==> src/rtl/dmreq_pkg.sv <==
package dmreq_pkg;

  typedef enum logic [2:0] {
    ST_HDR0,
    ST_HDR1,
    ST_ADDR,
    ST_DATA,
    ST_ISSUE,
    ST_DROP
  } prs_state_e;

  typedef struct packed {
    logic wr;
    logic burst;
    logic sync;
  } req_kind_t;

  // upper three header bits: write, burst, sync
  function automatic req_kind_t decode_kind(input logic [2:0] top3);
    req_kind_t k;
    k.wr    = top3[2];
    k.burst = top3[1];
    k.sync  = top3[0];
    return k;
  endfunction

endpackage

==> src/rtl/dmreq_byte_unpack.sv <==
module dmreq_byte_unpack (
  input  logic        clk,
  input  logic        rst_n,
  input  logic        in_valid,
  input  logic [15:0] in_word,
  output logic        in_ready,
  output logic        out_valid,
  output logic [7:0]  out_byte,
  input  logic        out_ready
);

  logic [15:0] held;
  logic        full;
  logic        second;

  logic out_fire;
  logic last_half;

  assign out_valid = full;
  assign out_byte  = second ? held[7:0] : held[15:8];
  assign out_fire  = full && out_ready;
  assign last_half = out_fire && second;
  assign in_ready  = !full || last_half;

  always_ff @(posedge clk or negedge rst_n) begin
    if (!rst_n) begin
      held   <= '0;
      full   <= 1'b0;
      second <= 1'b0;
    end else if (in_valid && in_ready) begin
      held   <= in_word;
      full   <= 1'b1;
      second <= 1'b0;
    end else if (last_half) begin
      full   <= 1'b0;
      second <= 1'b0;
    end else if (out_fire) begin
      second <= 1'b1;
    end
  end

  AST_BYTE_HOLD: assert property (@(posedge clk) disable iff (!rst_n)
    full && !out_ready |=> full && $stable(out_byte));

endmodule

==> src/rtl/dmreq_word_pack.sv <==
module dmreq_word_pack #(
  parameter int DW = 32
) (
  input  logic                       clk,
  input  logic                       rst_n,
  input  logic                       load,
  input  logic [$clog2(DW/8)-1:0]    lane,
  input  logic [7:0]                 din,
  output logic [DW-1:0]              word
);

  localparam int DB = DW / 8;
  localparam int LW = $clog2(DB);

  for (genvar g = 0; g < DB; g++) begin : g_lane
    always_ff @(posedge clk or negedge rst_n) begin
      if (!rst_n) begin
        word[8*g +: 8] <= '0;
      end else if (load && lane == LW'(g)) begin
        word[8*g +: 8] <= din;
      end
    end
  end

endmodule

==> src/rtl/dmreq_parser.sv <==
module dmreq_parser
  import dmreq_pkg::*;
#(
  parameter int AW = 32,
  parameter int DW = 32
) (
  input  logic              clk,
  input  logic              rst_n,
  input  logic              in_valid,
  input  logic [15:0]       in_word,
  output logic              in_ready,
  output logic              mem_valid,
  input  logic              mem_ready,
  output logic [AW-1:0]     mem_addr,
  output logic              mem_we,
  output logic [DW/8-1:0]   mem_strb,
  output logic [DW-1:0]     mem_wdata,
  output logic              rsp_valid,
  output logic              rsp_write,
  output logic              rsp_burst,
  output logic [7:0]        rsp_size,
  output logic              req_err
);

  localparam int AB    = AW / 8;
  localparam int DB    = DW / 8;
  localparam int LW    = $clog2(DB);
  localparam int ACW   = $clog2(AB);
  localparam int DROPW = 9 + LW;

  // ---------------- arithmetic helpers ----------------
  function automatic logic is_aligned(input logic [LW-1:0] low);
    return low == '0;
  endfunction

  function automatic logic [8:0] word_count(input logic burst, input logic [7:0] sel);
    return burst ? {1'b0, sel} : 9'd1;
  endfunction

  function automatic logic [DB-1:0] lane_mask(input logic burst, input logic [DB-1:0] sel_lo);
    return burst ? {DB{1'b1}} : sel_lo;
  endfunction

  function automatic logic [DROPW-1:0] drop_bytes(input logic [8:0] words);
    return DROPW'(words) << LW;
  endfunction

  // ---------------- state ----------------
  prs_state_e       state;
  req_kind_t        kind;
  logic [7:0]       sel;
  logic [AW-9:0]    addr_sh;
  logic [ACW-1:0]   acnt;
  logic [LW-1:0]    lane_cnt;
  logic [8:0]       words_left;
  logic [DROPW-1:0] drop_left;
  logic [AW-1:0]    mem_addr_r;

  // ---------------- byte stream ----------------
  logic       b_valid;
  logic [7:0] b_byte;
  logic       b_ready;

  dmreq_byte_unpack u_unpack (
    .clk       (clk),
    .rst_n     (rst_n),
    .in_valid  (in_valid),
    .in_word   (in_word),
    .in_ready  (in_ready),
    .out_valid (b_valid),
    .out_byte  (b_byte),
    .out_ready (b_ready)
  );

  // ---------------- named internal events ----------------
  logic          byte_fire;
  logic [AW-1:0] addr_full;
  logic          addr_done;
  logic [8:0]    new_words;
  logic          addr_ok;
  logic          word_full;
  logic          mem_fire;
  logic          last_word;
  logic          data_load;

  assign b_ready   = (state == ST_HDR0) || (state == ST_HDR1) || (state == ST_ADDR) ||
                     (state == ST_DATA) || (state == ST_DROP);
  assign byte_fire = b_valid && b_ready;
  assign addr_full = {addr_sh, b_byte};
  assign addr_done = byte_fire && (state == ST_ADDR) && (acnt == ACW'(AB - 1));
  assign new_words = word_count(kind.burst, sel);
  assign addr_ok   = is_aligned(addr_full[LW-1:0]);
  assign data_load = byte_fire && (state == ST_DATA);
  assign word_full = data_load && (lane_cnt == LW'(DB - 1));
  assign mem_fire  = mem_valid && mem_ready;
  assign last_word = (words_left == 9'd1);

  // ---------------- write word gathering ----------------
  dmreq_word_pack #(.DW(DW)) u_pack (
    .clk   (clk),
    .rst_n (rst_n),
    .load  (data_load),
    .lane  (lane_cnt),
    .din   (b_byte),
    .word  (mem_wdata)
  );

  // ---------------- parser ----------------
  always_ff @(posedge clk or negedge rst_n) begin
    if (!rst_n) begin
      state      <= ST_HDR0;
      kind       <= '0;
      sel        <= '0;
      addr_sh    <= '0;
      acnt       <= '0;
      lane_cnt   <= '0;
      words_left <= '0;
      drop_left  <= '0;
      mem_addr_r <= '0;
      rsp_valid  <= 1'b0;
      rsp_write  <= 1'b0;
      rsp_burst  <= 1'b0;
      rsp_size   <= '0;
      req_err    <= 1'b0;
    end else begin
      rsp_valid <= 1'b0;
      req_err   <= 1'b0;
      unique case (state)
        ST_HDR0: begin
          if (byte_fire) begin
            kind  <= decode_kind(b_byte[7:5]);
            state <= ST_HDR1;
          end
        end
        ST_HDR1: begin
          if (byte_fire) begin
            sel   <= b_byte;
            acnt  <= '0;
            state <= ST_ADDR;
          end
        end
        ST_ADDR: begin
          if (byte_fire) begin
            addr_sh <= addr_full[AW-9:0];
            acnt    <= acnt + ACW'(1);
          end
          if (addr_done) begin
            mem_addr_r <= addr_full;
            words_left <= new_words;
            lane_cnt   <= '0;
            if (!addr_ok) begin
              req_err <= 1'b1;
              if (kind.wr && new_words != 9'd0) begin
                drop_left <= drop_bytes(new_words);
                state     <= ST_DROP;
              end else begin
                state <= ST_HDR0;
              end
            end else begin
              rsp_valid <= !kind.wr || kind.sync;
              rsp_write <= kind.wr;
              rsp_burst <= kind.burst;
              rsp_size  <= sel;
              if (new_words == 9'd0) state <= ST_HDR0;
              else if (kind.wr)      state <= ST_DATA;
              else                   state <= ST_ISSUE;
            end
          end
        end
        ST_DATA: begin
          if (byte_fire) begin
            lane_cnt <= lane_cnt + LW'(1);
          end
          if (word_full) state <= ST_ISSUE;
        end
        ST_ISSUE: begin
          if (mem_fire) begin
            mem_addr_r <= mem_addr_r + AW'(DB);
            words_left <= words_left - 9'd1;
            if (last_word)    state <= ST_HDR0;
            else if (kind.wr) state <= ST_DATA;
            else              state <= ST_ISSUE;
          end
        end
        ST_DROP: begin
          if (byte_fire) begin
            drop_left <= drop_left - DROPW'(1);
            if (drop_left == DROPW'(1)) state <= ST_HDR0;
          end
        end
        default: state <= ST_HDR0;
      endcase
    end
  end

  assign mem_valid = (state == ST_ISSUE);
  assign mem_we    = kind.wr;
  assign mem_addr  = mem_addr_r;
  assign mem_strb  = lane_mask(kind.burst, sel[DB-1:0]);

  // ---------------- assertions ----------------
  AST_MEM_HOLD: assert property (@(posedge clk) disable iff (!rst_n)
    mem_valid && !mem_ready |=> mem_valid && $stable(mem_addr) &&
                                $stable(mem_strb) && $stable(mem_wdata));

  AST_ERR_NO_ACCESS: assert property (@(posedge clk) disable iff (!rst_n)
    req_err |-> !mem_valid && !rsp_valid);

  AST_ALIGNED_ACCESS: assert property (@(posedge clk) disable iff (!rst_n)
    mem_valid |-> mem_addr[LW-1:0] == '0);

  AST_WRITE_AFTER_WORD: assert property (@(posedge clk) disable iff (!rst_n)
    $rose(mem_valid) && mem_we |-> $past(word_full));

  AST_ADDR_STEP: assert property (@(posedge clk) disable iff (!rst_n)
    mem_fire && !last_word |=> mem_addr == $past(mem_addr) + AW'(DB));

  AST_ASYNC_NO_RSP: assert property (@(posedge clk) disable iff (!rst_n)
    rsp_valid |-> !rsp_write || kind.sync);

endmodule

==> config.mk <==
export PLATFORM = sky130hd
export DESIGN_NAME = dmreq_parser
export DESIGN_NICKNAME = d
export VERILOG_FILES = /design/src/rtl/dmreq_pkg.sv /design/src/rtl/dmreq_byte_unpack.sv /design/src/rtl/dmreq_word_pack.sv /design/src/rtl/dmreq_parser.sv
export SDC_FILE = /design/constraint.sdc
export NUM_CORES = 1
export LEC_CHECK = 0
export CAP_MARGIN = 40
export CORE_MARGIN = 1.5
export CORE_UTILIZATION = 55
export DETAILED_ROUTE_END_ITERATION = 6
export HOLD_SLACK_MARGIN = 0.12
export PLACE_DENSITY_LB_ADDON = 0.15
export SYNTH_ARGS = -nofsm -noshare
export SYNTH_HDL_FRONTEND = slang
export SYNTH_SLANG_ARGS = --single-unit
==> constraint.sdc <==
create_clock -name clk -period 5.46 [get_ports clk]
set_input_delay 0.546 -clock clk [delete_from_list [all_inputs] [get_ports clk]]
set_output_delay 0.546 -clock clk [all_outputs]
set_load 0.1 [all_outputs]
* Word level (Yosys, flattened, before mapping)
Index checks and enable logic that the tools add are counted.
** Cells by class
- Multiplexer cells :: 44
- Reductions and logical operators :: 40
- Equal/unequal tests :: 22
- $add $sub $neg :: 5
** Operators with widths (number)
- two-way mux 32 bit :: 2
- case mux 32 bit (2 select lines) :: 1
- two-way mux 11 bit :: 4
- two-way mux 3 bit :: 12
- adder 32 x 3 -> 32 bit, second input constant :: 1
- case mux 11 bit (2 select lines) :: 1
- two-way mux 9 bit :: 2
- case mux 3 bit (6 select lines) :: 1
- case mux 9 bit (2 select lines) :: 1
- two-way mux 8 bit :: 2
- inequality test 2 bit, second input constant :: 8
- logical AND 1 bit :: 12
- AND reduction 3 bit :: 4
- == test 11 x 1 -> 1 bit, second input constant :: 1
- two-way mux 1 bit :: 11
- subtractor 11 x 1 -> 11 bit, second input constant :: 1
- nonzero test 2 bit :: 5
- == test 9 x 1 -> 1 bit, second input constant :: 1
- logical NOT 9 bit :: 1
- nonzero test 9 bit :: 1
- subtractor 9 x 1 -> 9 bit, second input constant :: 1
- two-way mux 2 bit :: 4
- case mux 2 bit (2 select lines) :: 2
- AND reduction 7 bit :: 1
- other kinds (15) :: 31
** Word-level totals
- Output and inout port bits :: 83
- Logic and storage cells :: 134
- Register bits after elaboration :: 156
- Input bits :: 20

* Depth between registers and ports, before layout
Gate-level depths: netlist (run 1).
- Depth after elaboration :: 10
- Mapped depth :: 9
- Depth with buffers taken out :: 7

* Hierarchy
From an unflattened synthesis (run 1), not the netlist that was laid out.
** Unflattened totals
- Cells, all modules :: 802
- Area total of the unflattened synthesis :: 7990.2 sq um
** Modules (own cells, without submodules)
- dmreq_parser :: area an instance 5785.5 sq um, sequential area each 2652.5 sq um, cells each 635, instances 1
- dmreq_word_pack :: area an instance 1212.4 sq um, sequential area each 800.8 sq um, cells each 68, instances 1
- dmreq_byte_unpack :: area an instance 992.2 sq um, sequential area each 450.4 sq um, cells each 99, instances 1

* Least setup slack after synthesis (run 1)
Ideal clock, no wire load.
- Kind :: register to register
- Start point :: register mem_addr_r[2], in the netlist mem_addr[2]
- End point :: register mem_addr_r[24], in the netlist mem_addr[24]
- Setup slack :: 2.951 ns
- Period minus slack after synthesis :: 2.509 ns
- Library setup time :: 0.121 ns
- Buffers on the path :: 0
- Cell stages (with the launch flop) :: 7
- Required time :: 5.339 ns
- Arrival :: 2.388 ns
- Cell sequence :: dfrtp_1 ha_1 and4_1 nand4_1 nor3_1 a31oi_1 o22a_1
** Between the ends
- Word-level cells in the longest chain between the ends :: 3
** RTL lines
- start, declared :: RTL line dmreq_parser.sv:57 : logic [AW-1:0] mem_addr_r;
- start signal, assigned :: RTL line dmreq_parser.sv:148 : mem_addr_r <= addr_full;
- start signal, assigned :: RTL line dmreq_parser.sv:178 : mem_addr_r <= mem_addr_r + AW'(DB);
- adder 32 x 3 -> 32 bit :: RTL line dmreq_parser.sv:178
- two-way mux 32 bit :: RTL line dmreq_parser.sv:177 : if (mem_fire) begin
- case mux 32 bit (2 select lines) :: RTL line dmreq_parser.sv:128 : unique case (state)
No other way between the ends. The select of a mux whose other input is x is not followed.
A chain may end at the register's enable or synchronous reset.

* Worst setup path in the final report (run 1)
- Start point :: register state[2]
- End point :: register words_left[2]
** Between the ends
- Word-level cells in the longest chain between the ends :: 10
- Elaborated cells between the ends (all ways) :: 19
- Classes of those cells :: eq/ne (7); mux (1); reduce/logical (11)
** RTL lines
- start, declared :: RTL line dmreq_parser.sv:49 : prs_state_e state;
- start signal, assigned :: RTL line dmreq_parser.sv:111 : state <= ST_HDR0;
- start signal, assigned :: RTL line dmreq_parser.sv:132 : state <= ST_HDR1;
- start signal, assigned :: RTL line dmreq_parser.sv:139 : state <= ST_ADDR;
- == test 3 x 1 -> 1 bit or logical NOT 3 bit (tied branches) :: RTL line dmreq_parser.sv:86 : assign b_ready = (state == ST_HDR0) || (state == ST_HDR1) || (state == ST_ADDR) ||
- logical OR 1 bit (3 in series) :: RTL line dmreq_parser.sv:86
- logical OR 1 bit :: RTL line dmreq_parser.sv:87 : (state == ST_DATA) || (state == ST_DROP);
- logical AND 1 bit :: RTL line dmreq_parser.sv:88 : assign byte_fire = b_valid && b_ready;
- logical AND 1 bit (2 in series) :: RTL line dmreq_parser.sv:90 : assign addr_done = byte_fire && (state == ST_ADDR) && (acnt == ACW'(AB - 1));
- inequality test 2 bit (no line)
- AND reduction 3 bit (no line)
- end signal, assigned :: RTL line dmreq_parser.sv:149 : words_left <= new_words;
- end signal, assigned :: RTL line dmreq_parser.sv:179 : words_left <= words_left - 9'd1;
- end, declared :: RTL line dmreq_parser.sv:55 : logic [8:0] words_left;
Several ways; a longest one is shown, not always the timed one.

==> metrics.yaml, run 1 <==
grt:
  antenna_found_initial: 0
  grt_pass1_vias: 6981
  grt_pass1_wl_um: 37550
  grt_max_degree: 74
  grt-ovfl-total: 0
  track_usage_pct: 33.60
place:
  dpl.hpwl_um: 16290
  dp_slack_ns: 2.167
  dp_cells: 1125
  io_buffer_count: 102
  globalplace.congestion: 0.9082
timing:
  tightest_slew_ns: 0.8539
  fin_ws_ns: 2.044
  rsz0062_at_grt: "no"
  max_freq_mhz: 292.7
  fin_crit_ns: 3.416
  final_hold_viol_count: 0
  finalCritPeriodShare_pct: 62.57
  fin_tns_setup_ns: 0
  slew_violations: 0
  relSlewSlack_pct: 41.44
  fin_worst_skew_ns: 0.007884
  finalSetupViolations: 0
critical_path:
  cp.arrival_ns: 3.73
  startpoint_type: "flop"
  cp_slowest_stage_delay_ns: 0.57
  cp-end-kind: "flop"
  crit_chain: "inv_2 -> or3_1 -> buf_4 -> inv_2 -> buf_4 -> nand2_2 -> nand2_2 -> o21ai_0 -> a22o_1"
  path_class: "reg -> reg"
  cp_max_fo: 57
  crit_family: "simple AND/OR/NAND/NOR gates"
  crit_path_top_delay_cell: "dfrtp_1"
  timing.critical_path.buf_inv: 4
  crit_required_ns: 5.77
clock_tree:
  h-tree-depth: 4
  postCtsSetupBuffers: 0
  cts_tree: "yes"
  cts-root-buf: "clkbuf_16"
  worstSkewPairLatency_ns: 0.43
  max-clock-path-buffers: 2
  ctsHoldBuffers: 1
  clock-sinks: 156
  cts.clk_slew.worst_paths_ns: 0.07
  cts_resized: 0
  numCtsBuffers: 17
logic_synthesis:
  syn_area_mm2: 0.007616
  ys_top_cells_by_area: "dfrtp_1 (51%), nand2_1 (6.7%), o21ai_0 (5.1%)"
  synthCells: 800
  ys_seq_area_share_pct: 51.26
  yosysWarnings: 0
  synth_top_cell_by_area: "dfrtp_1"
  synth_edf_count: 0
  syn-mean-instance-area_um2: 9.520
  syn-num-nets: 830
  yosysMostFrequentCell: "dfrtp_1"
  ys_seq_elements: 156
  yosys-top-cells-count: "dfrtp_1 (156), nand2_1 (135), o21ai_0 (78), a21oi_1 (62), nor2_1 (59)"
  synth_ff_type: "dfrtp_1"
  synth_cell_types: 69
  synth_top_area_share_pct: 51.26
  synthArstFlopShare_pct: 100.0
flow_run:
  drv_cap: 0
route:
  drc: 0
  finalWirelength_um: 23480
  drtPass1Iterations: 7
  dr_total_vias: 7148
  first_iter_violations: 1030
  routedWlPerCell_um: 20.27
  final_antenna_net_count: 0
  vias_per_cell: 6.173
floorplanning:
  num_io_pins: 103
  row_count: 42
  die_h_um: 120.7
  die_w_um: 120.7
  start_util_pct: 56.83
  dieArea_mm2: 0.01456
  coreArea_mm2: 0.01340
hold_path:
  hp-class: "reg -> reg"
cells_and_area:
  fin_nets: 999
  fin_cells: 1158
  multiInputGateArea_mm2: 0.003397
  antenna_cells: 0
  area_delta_synth_final_pct: 40.46
  fillCellCount: 817
  drive_gt1_share_pct: 18.74
  seq_area_mm2: 0.003904
run_status:
  status: "complete, no violations"
-- final timing paths --
path                                                  from                         end  slack, ns  depth (start not counted)
min in group asynchronous                            rst_n    drop_left[7]$_DFFE_PN0P_       0.57                          2
worst min-delay path            u_pack.word[8]$_DFFE_PN0P_  u_pack.word[8]$_DFFE_PN0P_       0.48                          2
worst max-delay path                  state[2]$_DFFE_PN0P_   words_left[2]$_DFFE_PN0P_       2.04                          9
worst max register to register        state[2]$_DFFE_PN0P_   words_left[2]$_DFFE_PN0P_       2.04                          9
max in group asynchronous                            rst_n         acnt[0]$_DFFE_PN0P_       3.49                          4
worst min register to register  u_pack.word[8]$_DFFE_PN0P_  u_pack.word[8]$_DFFE_PN0P_       0.48                          2
-- cell usage in the layout, fill, tap and decap left out, types with 4 or more instances in the layout --
cell type,n
inv_1,16
and3_1,8
buf_8,69
nand2_1,135
a21oi_1,62
a31oi_1,13
mux2_2,29
nand3_1,20
clkbuf_16,17
o21ai_0,78
nand3b_1,4
nor4_1,5
ha_1,10
o31ai_1,7
nor2_1,59
a32oi_1,5
o22ai_1,12
or3_1,6
a41oi_1,4
and4_1,5
nor3_1,17
dfrtp_1,156
and2_1,4
clkdlybuf4s50_1,101
nor3b_1,4
buf_16,15
clkinvlp_4,5
or2_2,6
buf_4,10
mux2i_1,11
o22a_1,7
nand4_1,8
inv_6,4
-- state kept, by name, indices dropped and copies added, names as in the netlist, 8 cells and up --
signal,cells
rsp_size,8
words_left,9
u_unpack.held,16
mem_addr,32
u_pack.word,32
drop_left,11
addr_sh,24
sel,8
-- routing by layer --
metal  routed length (um)  share of wire, %  track usage [%]
met1                 9438                40            45.12
met4                  518               2.2            10.59
met2                11440                49            54.87
met5                    0                 0                0
met3                 2078               8.9            7.123
-- per-stage QoR --
step	utilization, %	hold slack [ns]	instance area [um2]
floorplan	-	0.2504	7616
global placement	64.48	0.4614	8641
detailed placement	75.71	0.4505	10150
CTS	79.83	0.4852	10700
global route	79.83	0.5149	10700
finish	79.83	0.4818	10700
-- logic make-up after synthesis --
kind of cell / Yosys count / share of synthesized area [%]
AND/OR/NAND/NOR: 304 / 19.37
AO/OA/AOI/OAI: 222 / 17.59
flip-flops: 156 / 51.26
buffers and inverters: 66 / 4.140
multiplexers: 41 / 5.881
adder cells (fa/ha/maj): 10 / 1.643
XOR/XNOR: 1 / 0.1150
-- worst reg2reg max path, cell delays in order (launching register included) --
cell and delay [ns]:
dfrtp_1 0.57, inv_2 0.12, or3_1 0.39, buf_4 0.26, inv_2 0.11, buf_4 0.48, nand2_2 0.33, nand2_2 0.57
o21ai_0 0.20, a22o_1 0.27
-- layout make-up --
type,count,area share (%)
tap,176,2.058
multi-input combinational,578,31.75
clock buffer,19,4.047
inverter,18,0.6316
clock inverter,13,1.018
timing repair buffer,198,24.00
sequential,156,36.49
Power of run 1 is left out: the tool's default activity adds up to more than one toggle a clock period on the data nets, which glitch-free logic cannot reach.
==> inputs of run 2 (changes only) <==
clock period = 3.15 ns   (was 5.46 ns; I/O delays follow)
==> run 2 against run 1 <==
  * The run now ends with DRC left
  * Design area shrank 3.5%
  * Register-to-register slack lost 1.4 ns
  * Setup slack lost 1.6 ns
  * Cell count shrank 1.8%
  * Sequential share of layout area grew 1.3 points
  * Clock skew grew 0.0011 ns
  * Die area is the same
==> metrics.yaml, run 2 (synthesized netlist as in run 1, its figures left out) <==
run_status:
  status: "complete, but fails checks"
  violations: "DRC"
cells_and_area:
  seq_area_mm2: 0.003904
  layout_commonest_cell: "dfrtp_1"
  fin_nets: 978
  drive_gt1_share_pct: 19.77
  area_delta_synth_final_pct: 35.52
  antenna_cells: 0
  final_cell_mix: "dfrtp_1 (156), nand2_1 (135), o21ai_0 (78)"
  utilization_pct: 77.02
  multiInputGateArea_mm2: 0.003397
  fillCellCount: 861
  fin_cells: 1137
timing:
  rsz0062_at_grt: "no"
  final_hold_viol_count: 0
  finalCritPeriodShare_pct: 85.54
  max_freq_mhz: 371.1
  relSlewSlack_pct: 37.03
  tightest_slew_ns: 0.9183
  whs_ns: 0.4817
  slew_violations: 0
  fin_tns_setup_ns: 0
  finalSetupViolations: 0
  fin_worst_skew_ns: 0.008964
  fin_crit_ns: 2.695
clock_tree:
  cts_tree: "yes"
  cts.clk_slew.worst_paths_ns: 0.06
  worstSkewPairLatency_ns: 0.43
  clock-sinks: 156
  h-tree-depth: 4
  numCtsBuffers: 17
  max-clock-path-buffers: 2
  postCtsSetupBuffers: 0
  cts-root-buf: "clkbuf_16"
route:
  finalWirelength_um: 23510
  dr_total_vias: 7073
  drtPass1Iterations: 7
  vias_per_cell: 6.221
  drc: 4
  first_iter_violations: 927
  routedWlPerCell_um: 20.68
  final_antenna_net_count: 0
grt:
  grt-ovfl-total: 0
  antenna_found_initial: 0
  grt_max_degree: 92
  track_usage_pct: 33.93
  grt_pass1_vias: 6941
  grt_pass1_wl_um: 37650
floorplanning:
  coreArea_mm2: 0.01340
  dieArea_mm2: 0.01456
  die_w_um: 120.7
  die_h_um: 120.7
  start_util_pct: 56.83
  num_io_pins: 103
  row_count: 42
critical_path:
  crit_required_ns: 2.83
  cp-end-kind: "output pin"
  startpoint_type: "flop"
  path_class: "reg -> out"
  crit_family: "buffers and inverters"
  cp_max_fo: 57
  crit_path_top_delay_cell: "dfrtp_1"
  timing.critical_path.buf_inv: 4
  crit_path_frequent_cell: "inv_2"
  crit_chain: "inv_2 -> or3_1 -> inv_2 -> buf_4 -> buf_12"
  cp.arrival_ns: 2.38
  cp_slowest_stage_delay_ns: 0.58
place:
  dpl.hpwl_um: 15470
  globalplace.congestion: 0.9330
  io_buffer_count: 102
  dp_cells: 1104
flow_run:
  drv_cap: 0
hold_path:
  hp-class: "reg -> reg"
-- run 2: path summary, 6_finish.rpt --
check,depth (start not counted),slack [ns],startpoint,endpoint
worst max register to register,7,0.64,state[2]$_DFFE_PN0P_,words_left[2]$_DFFE_PN0P_
worst min-delay path,2,0.48,u_pack.word[9]$_DFFE_PN0P_,u_pack.word[9]$_DFFE_PN0P_
max in group asynchronous,3,1.78,rst_n,u_unpack.held[11]$_DFFE_PN0P_
min in group asynchronous,2,0.55,rst_n,drop_left[5]$_DFFE_PN0P_
worst max-delay path,5,0.46,state[2]$_DFFE_PN0P_,mem_valid
worst min register to register,2,0.48,u_pack.word[9]$_DFFE_PN0P_,u_pack.word[9]$_DFFE_PN0P_
-- run 2: through the flow --
stage	cell area (um2)	setup slack [ns]
after global routing	10320	0.3208
final	10320	0.4555
after detailed placement	9742	0.6354
after global placement	8696	0.7290
after CTS	10320	0.4918
after floorplan	7616	0.6410
-- run 2: final cells by class --
| cell class | instances | share of cell area, % |
|---|---|---|
| clock buffers | 21 | 4.461 |
| clock inverters | 11 | 1.055 |
| inverters | 18 | 0.6546 |
| multi-input cells | 578 | 32.91 |
| flip-flops and latches | 156 | 37.82 |
| well taps | 176 | 2.134 |
| repair buffers | 177 | 20.96 |
-- run 2: what timing repair did --
| item | CTS | global route |
|---|---|---|
| hold buffers | 1 | 0 |
| gates resized for setup | 0 | 0 |
| endpoints found under the hold margin | 89 | 0 |
| setup endpoints to repair | 0 | 0 |
-- run 2: routing by layer --
layer / global-route usage, % / part of all wire, % / up-vias
met5: 0 / 0 / -
met4: 11.03 / 2.4 / 0
met3: 7.594 / 8.0 / 67
met2: 55.01 / 49 / 384
met1: 45.51 / 40 / 3465
li1: - / - / 3157
-- run 2: tightest hold or removal path, stage by stage, from the launching register on --
cell and delay, ns:
dfrtp_1 0.34, nand2_1 0.04, o21ai_0 0.06
Power of run 2 is left out for the same reason.
